===== config.mk =====
export PLATFORM = sky130hd
export DESIGN_NAME = pwr_detector
export DESIGN_NICKNAME = d
export VERILOG_FILES = /design/src/rtl/pwr_det_pkg.sv /design/src/rtl/pwr_square.sv /design/src/rtl/pwr_ema_stage.sv /design/src/rtl/pwr_detector.sv
export SDC_FILE = /design/constraint.sdc
export NUM_CORES = 2
export LEC_CHECK = 0
export ABC_AREA = 1
export BUFFER_PORTS_ARGS = -buffer_cell sky130_fd_sc_hd__buf_2
export CORE_ASPECT_RATIO = 2
export CORE_UTILIZATION = 65
export CTS_CLUSTER_DIAMETER = 40
export DETAILED_ROUTE_END_ITERATION = 8
export PLACE_DENSITY = 0.83
export SYNTH_ARGS = -nofsm -noshare
export SYNTH_HDL_FRONTEND = slang
export SYNTH_SLANG_ARGS = --single-unit

===== constraint.sdc =====
create_clock -name clk -period 12.9 [get_ports clk]
set_clock_uncertainty 0.1 [all_clocks]
set_input_delay 2.58 -clock clk [delete_from_list [all_inputs] [get_ports clk]]
set_output_delay 2.58 -clock clk [all_outputs]
set_load 0.02 [all_outputs]

===== src/rtl/pwr_det_pkg.sv =====
package pwr_det_pkg;

   // Build-time selection of the squared-magnitude variant
   typedef enum logic [1:0] {
      PM_COMPLEX = 2'd0,
      PM_I_ONLY  = 2'd1,
      PM_Q_ONLY  = 2'd2,
      PM_INVALID = 2'd3
   } pwr_mode_e;

   // Clock edges from a sampled enable to the output strobe
   localparam int PWR_LATENCY = 4;

   function automatic pwr_mode_e pwr_mode_of(bit cplx, bit use_i, bit use_q);
      if (cplx) return (use_i && use_q) ? PM_COMPLEX : PM_INVALID;
      if (use_i && !use_q) return PM_I_ONLY;
      if (use_q && !use_i) return PM_Q_ONLY;
      return PM_INVALID;
   endfunction

endpackage


===== src/rtl/pwr_square.sv =====
// Two register stages: squares, then (selected) sum with clamp to OUT_W bits.
module pwr_square
   import pwr_det_pkg::*;
#(
   parameter int        DATA_W = 12,
   parameter int        OUT_W  = 2*DATA_W-2,
   parameter pwr_mode_e MODE   = PM_COMPLEX
) (
   input  logic                     clk,
   input  logic                     init,
   input  logic                     en,
   input  logic signed [DATA_W-1:0] d_i,
   input  logic signed [DATA_W-1:0] d_q,
   output logic [OUT_W-1:0]         pwr,
   output logic                     pwr_vld
);

   localparam int SQ_W  = 2*DATA_W;
   localparam int SUM_W = SQ_W+1;

   logic signed [SQ_W-1:0] ext_i, ext_q;
   logic [SQ_W-1:0]        sq_i, sq_q;
   logic                   sq_vld;
   logic [SUM_W-1:0]       sum;

   assign ext_i = {{DATA_W{d_i[DATA_W-1]}}, d_i};
   assign ext_q = {{DATA_W{d_q[DATA_W-1]}}, d_q};

   always_ff @(posedge clk) begin
      if (init) begin
         sq_i   <= '0;
         sq_q   <= '0;
         sq_vld <= 1'b0;
      end else begin
         sq_vld <= en;
         if (en) begin
            sq_i <= ext_i * ext_i;
            sq_q <= ext_q * ext_q;
         end
      end
   end

   generate
      if (MODE == PM_COMPLEX) begin : g_cplx
         assign sum = {1'b0, sq_i} + {1'b0, sq_q};
      end else if (MODE == PM_I_ONLY) begin : g_ionly
         assign sum = {1'b0, sq_i};
      end else begin : g_qonly
         assign sum = {1'b0, sq_q};
      end
   endgenerate

   always_ff @(posedge clk) begin
      if (init) begin
         pwr     <= '0;
         pwr_vld <= 1'b0;
      end else begin
         pwr_vld <= sq_vld;
         if (sq_vld) begin
            if (|sum[SUM_W-1:OUT_W]) pwr <= '1;
            else                     pwr <= sum[OUT_W-1:0];
         end
      end
   end

endmodule


===== src/rtl/pwr_ema_stage.sv =====
// One first-order smoothing stage: y += floor(alpha*(x-y) / 2^ALPHA_W).
module pwr_ema_stage #(
   parameter int ST_W    = 40,
   parameter int ALPHA_W = 18
) (
   input  logic               clk,
   input  logic               init,
   input  logic               upd,
   input  logic [ALPHA_W-1:0] alpha,
   input  logic [ST_W-1:0]    x,
   output logic [ST_W-1:0]    y,
   output logic               y_vld
);

   localparam int PW = ST_W+ALPHA_W+2;

   logic signed [PW-1:0] dif_w, alp_w, cur_w;

   assign cur_w = $signed({{(PW-ST_W){1'b0}}, y});
   assign dif_w = $signed({{(PW-ST_W){1'b0}}, x}) - cur_w;
   assign alp_w = $signed({{(PW-ALPHA_W){1'b0}}, alpha});

   always_ff @(posedge clk) begin
      if (init) begin
         y     <= '0;
         y_vld <= 1'b0;
      end else begin
         y_vld <= upd;
         if (upd) y <= ST_W'(cur_w + ((dif_w * alp_w) >>> ALPHA_W));
      end
   end

endmodule


===== src/rtl/pwr_detector.sv =====
module pwr_detector
   import pwr_det_pkg::*;
#(
   parameter int DATA_W     = 12,
   parameter int ALPHA_W    = 18,
   parameter bit COMPLEX_EN = 1'b1,
   parameter bit USE_I      = 1'b1,
   parameter bit USE_Q      = 1'b1
) (
   input  logic                     clk,
   input  logic                     init,
   input  logic                     smp_en,
   input  logic signed [DATA_W-1:0] smp_i,
   input  logic signed [DATA_W-1:0] smp_q,
   input  logic [ALPHA_W-1:0]       alpha1,
   input  logic [ALPHA_W-1:0]       alpha2,
   output logic [2*DATA_W-3:0]      pwr_o,
   output logic                     pwr_vld_o
);

   localparam int        OUT_W = 2*DATA_W-2;
   localparam int        ST_W  = OUT_W+ALPHA_W;
   localparam int        N_STG = 2;
   localparam pwr_mode_e MODE  = pwr_mode_of(COMPLEX_EN, USE_I, USE_Q);

   generate
      if (MODE == PM_INVALID) begin : g_bad_mode
         $error("pwr_detector: complex needs I and Q; real needs exactly one rail");
      end
      if (DATA_W < 2) begin : g_bad_dw
         $error("pwr_detector: DATA_W must be at least 2");
      end
      if (ALPHA_W < 1 || ST_W+ALPHA_W+2 > 64) begin : g_bad_aw
         $error("pwr_detector: ALPHA_W out of range");
      end
   endgenerate

   logic [OUT_W-1:0]   pwr_q;
   logic               pwr_v;
   logic [ST_W-1:0]    ema_x [N_STG+1];
   logic               ema_v [N_STG+1];
   logic [ALPHA_W-1:0] alpha_a [N_STG];

   pwr_square #(.DATA_W(DATA_W), .OUT_W(OUT_W), .MODE(MODE)) u_sq (
      .clk     (clk),
      .init    (init),
      .en      (smp_en),
      .d_i     (smp_i),
      .d_q     (smp_q),
      .pwr     (pwr_q),
      .pwr_vld (pwr_v)
   );

   assign ema_x[0]   = {pwr_q, {ALPHA_W{1'b0}}};
   assign ema_v[0]   = pwr_v;
   assign alpha_a[0] = alpha1;
   assign alpha_a[1] = alpha2;

   generate
      for (genvar g = 0; g < N_STG; g++) begin : g_stg
         pwr_ema_stage #(.ST_W(ST_W), .ALPHA_W(ALPHA_W)) u_stg (
            .clk   (clk),
            .init  (init),
            .upd   (ema_v[g]),
            .alpha (alpha_a[g]),
            .x     (ema_x[g]),
            .y     (ema_x[g+1]),
            .y_vld (ema_v[g+1])
         );
      end
   endgenerate

   assign pwr_o     = ema_x[N_STG][ST_W-1:ALPHA_W];
   assign pwr_vld_o = ema_v[N_STG];

endmodule


==> impl_metrics.env, run 1 <==
export IMPL_dp_hpwl_um=264000
export IMPL_start_util=0.655
export IMPL_std_cell_rows=177
export IMPL_pre_cts_slack_ps=124
export IMPL_ys_ff_latch=152
export IMPL_htreeDepth=4
export IMPL_grt_overflow=398
export IMPL_synthCells=10147
export IMPL_grt_pass1_wl_um=594000
export IMPL_error_line="[ERROR GRT-0116] Global routing finished with congestion. Check the congestion regions in the DRC Viewer."
export IMPL_synth_fp_nets=12380
export IMPL_synth_area_top_cells="fa_1, inv_1, ha_1, nand2_1, nor2_1"
export IMPL_syn_area_um2=76200
export IMPL_yosys_area_top_type_share=0.427
export IMPL_grtUsageTotal=0.684
export IMPL_stop_stage="global routing"
export IMPL_syn_avg_cell_area_um2=7.51
export IMPL_cts_root_buf="clkbuf_16"
export IMPL_synth_edff_count=0
export IMPL_ys_types=60
export IMPL_grt_max_degree=88
export IMPL_gp_congestion=1.23
export IMPL_synth_seq_area_share=0.0400
export IMPL_die_h_um=486
export IMPL_grt_pass1_vias=86117
export IMPL_io_pins=86
export IMPL_postCtsHoldBufs=0
export IMPL_yosys_area_top_type="fa_1"
export IMPL_clk_path_buf_depth=2
export IMPL_io_buffers=85
export IMPL_outcome="did not finish"
export IMPL_cts_num_sinks=152
export IMPL_yosysWarnings=0
export IMPL_post_cts_setup_buffer_count=0
export IMPL_async_reset_ff_frac=0
export IMPL_post_cts_resized=0
export IMPL_die_x_um=244
export IMPL_synth_ff_type="dfxtp_1"
export IMPL_cts_made_buffers=17
## metal layers
layer / GRT usage / overflow
met4: 0.735 / 158
met5: 0.156 / 0
met2: 0.927 / 240
met3: 0.472 / 0
met1: 0.635 / 0
## through the flow
stage	instances	area (um^2)
2_1_floorplan	10147	76200
4_1_cts	11617	78900
3_3_place_gp	11585	78300
3_5_place_dp	11585	78300
## synth_stat cells (11+ instances only)
| library cell | instances |
|---|---|
| nor2_1 | 1199 |
| or2_2 | 122 |
| a21o_1 | 54 |
| clkinv_1 | 21 |
| nand3_1 | 377 |
| nor3_1 | 37 |
| ha_1 | 544 |
| o21ai_0 | 303 |
| o21bai_1 | 44 |
| a21oi_1 | 449 |
| fa_1 | 1626 |
| dfxtp_1 | 152 |
| buf_1 | 12 |
| o211ai_1 | 38 |
| buf_2 | 32 |
| inv_1 | 2779 |
| nand3b_1 | 19 |
| nand2_1 | 1590 |
| a31oi_1 | 64 |
| xnor2_1 | 82 |
| buf_4 | 26 |
| o221ai_1 | 11 |
| nor4_1 | 24 |
| clkbuf_1 | 247 |
| o21a_1 | 14 |
| nand4_1 | 55 |
| xor2_1 | 115 |
## cell families after synthesis
kind of cell    share of synthesized area
flops                              0.0400
simple gates                        0.186
fa+ha+maj                           0.517
xor+xnor                           0.0233
buf+inv                             0.156
compound gates                     0.0777
==> inputs of run 2 (changes only) <==
- CORE_ASPECT_RATIO: 2 -> not set
- CORE_UTILIZATION: 65 -> 40
- CTS_CLUSTER_DIAMETER: 40 -> not set
- PLACE_DENSITY: 0.83 -> not set
- PLACE_DENSITY_LB_ADDON: not set -> 0.15
==> run 2 against run 1 <==
Net effect: the run now ends clean; synthesized cell count unchanged; area after synthesis unchanged.
==> impl_metrics.env, run 2 <==
export IMPL_outcome="finished clean"
export IMPL_insertion_delay_ps=490
export IMPL_core_um2=188000
export IMPL_start_util=0.404
export IMPL_crit_family="adder cells"
export IMPL_cpPeakStageDelay_ps=890
export IMPL_max_cap_violations=0
export IMPL_tns_ps=0
export IMPL_path_clk_slew_ps=70
export IMPL_antenna_left=0
export IMPL_avgViaCountPerCell=5.13
export IMPL_hold_viol=0
export IMPL_grt_pass1_wl_um=402000
export IMPL_ys_ff_latch=152
export IMPL_cts_num_sinks=152
export IMPL_drt_iter0_drc=4857
export IMPL_drive_above_1_share=0.0415
export IMPL_grt_max_degree=77
export IMPL_gp_congestion=0.996
export IMPL_yosys_area_top_type_share=0.427
export IMPL_cp_start_kind="primary input"
export IMPL_grt_pass1_vias=66666
export IMPL_drc_errors=0
export IMPL_htreeDepth=4
export IMPL_crit_path_end_kind="flop"
export IMPL_ys_types=60
export IMPL_min_path_type="reg2reg"
export IMPL_synthTopCellsByCount="inv_1, fa_1, nand2_1"
export IMPL_r2r_setup_slack_ps=820
export IMPL_period_needed_ps=12210
export IMPL_reg2reg_depth=45
export IMPL_syn_avg_cell_area_um2=7.51
export IMPL_dp_hpwl_um=225000
export IMPL_worst_pin_slew_ps=956
export IMPL_largest_reg_flops=80
export IMPL_async_reset_ff_frac=0
export IMPL_grtUsageTotal=0.275
export IMPL_first_pass_iters=6
export IMPL_largest_register="g_stg.u_stg.y"
export IMPL_finalMaxSlewViolations=0
export IMPL_use_met3=0.0317
export IMPL_yosysWarnings=0
export IMPL_r2r_end="g_stg[0].u_stg.y[35]"
export IMPL_worst_path_max_fanout=25
export IMPL_rsz0062_at_grt="no"
export IMPL_std_cell_rows=159
export IMPL_max_freq_ghz=0.0819
export IMPL_synth_ff_type="dfxtp_1"
export IMPL_finalCritPeriodShare=0.947
export IMPL_yosys_area_top_type="fa_1"
export IMPL_r2r_start="g_stg[0].u_stg.y[29]"
export IMPL_clk_path_buf_depth=2
export IMPL_startpoint="alpha1[2]"
export IMPL_die_h_um=438
export IMPL_crit_path_end="g_stg[0].u_stg.y[35]"
export IMPL_cts_tree="yes"
export IMPL_cp_common_cell="inv_1"
export IMPL_nets=12291
export IMPL_top_usage_layer="met2"
export IMPL_cts_root_buf="clkbuf_16"
export IMPL_grt_overflow=0
export IMPL_relSlewSlack=0.362
export IMPL_io_pins=86
export IMPL_wl_per_cell_um=20.8
export IMPL_critical_path_class="in2reg"
export IMPL_dieArea_um2=192000
export IMPL_wl_um=261000
export IMPL_layout_common_cells="inv_1, fa_1, nand2_1"
export IMPL_synth_seq_area_share=0.0400
export IMPL_worstPathBufferInverterCount=13
export IMPL_reg_top3="g_stg.u_stg.y x80, u_sq.sq_i x23, u_sq.sq_q x23"
export IMPL_worstPathRequired_ps=13180
export IMPL_synth_fp_nets=12380
export IMPL_yosysMostFrequentCell="inv_1"
export IMPL_io_buffers=85
export IMPL_cp_slowest_cell="fa_1"
export IMPL_synthCells=10147
export IMPL_synth_edff_count=0
export IMPL_synth_area_top_cells="fa_1, inv_1, ha_1, nand2_1, nor2_1"
export IMPL_die_x_um=438
export IMPL_antenna_found_initial=10
export IMPL_worst_path_stages=38
export IMPL_use_met1=0.382
export IMPL_cp_arrival_ps=12490
export IMPL_postCtsHoldBufs=0
export IMPL_final_common_cell="inv_1"
export IMPL_syn_area_um2=76200
export IMPL_area_growth_pct=5.06
export IMPL_setup_violations=0
export IMPL_via_count=64547
export IMPL_use_met2=0.458
export IMPL_cts_made_buffers=17
-- run 2: final cells by class --
type | count | area (um^2)
Clock inverter | 14 | 183
Sequential cell | 152 | 3040
Timing Repair Buffer | 213 | 1400
Inverter | 2807 | 10500
Fill cell | 19691 | 108000
Tap cell | 2495 | 3120
Antenna cell | 6 | 15.0
Multi-Input combinational cell | 6867 | 61300
Clock buffer | 18 | 429
-- run 2: kinds of logic (layout without fill, tap and decap cells) --
logic type,Yosys count,count (layout),share of synthesized area
AO/OA/AOI/OAI,1042,1042,0.0777
buffers and inverters,3128,3052,0.156
XOR/XNOR,200,200,0.0233
flip-flops,152,152,0.0400
adder cells (fa/ha/maj),2170,2170,0.517
AND/OR/NAND/NOR,3455,3455,0.186
other,0,6,0
-- run 2: how the worst min path moves through the flow --
stage	startpoint	to	slack, ps	cells after the start
after floorplan	u_sq.sq_i[16]	u_sq.sq_i[16]	350	2
after global placement	u_sq.sq_q[2]	u_sq.sq_q[2]	370	2
after detailed placement	u_sq.sq_i[2]	u_sq.sq_i[2]	370	2
after CTS	u_sq.sq_i[2]	u_sq.sq_i[2]	380	2
after global routing	u_sq.sq_i[0]	u_sq.sq_i[0]	400	2
final	u_sq.sq_i[0]	u_sq.sq_i[0]	390	2
-- run 2: metal layers --
layer	vias up	routed length, um
li1	29698	-
met1	32564	115000
met2	2015	124000
met3	266	15700
met4	4	6370
met5	-	22
-- run 2: tightest hold or removal path: stages (launching register included) --
cell and delay, ps:
dfxtp_1 310, nor2_1 80, a211oi_1 50
-- run 2: timing repair --
item,CTS,global route
buffers inserted,0,0
setup endpoints to repair,0,1
gates resized for setup,0,2
-- run 2: per-stage QoR --
step	hold slack, ps	setup WS, ps	utilization	instances	instance area, um^2
after floorplan	353	3070	-	10147	76200
after global routing	400	276	0.425	12568	80000
after detailed placement	371	209	0.421	12534	79400
after global placement	366	117	0.421	12534	79400
after CTS	384	652	0.425	12566	80000
final	385	689	0.425	12572	80000
Power of run 2 is left out: the tool's default activity adds up to more than one toggle a clock period on the data nets, which glitch-free logic cannot reach.
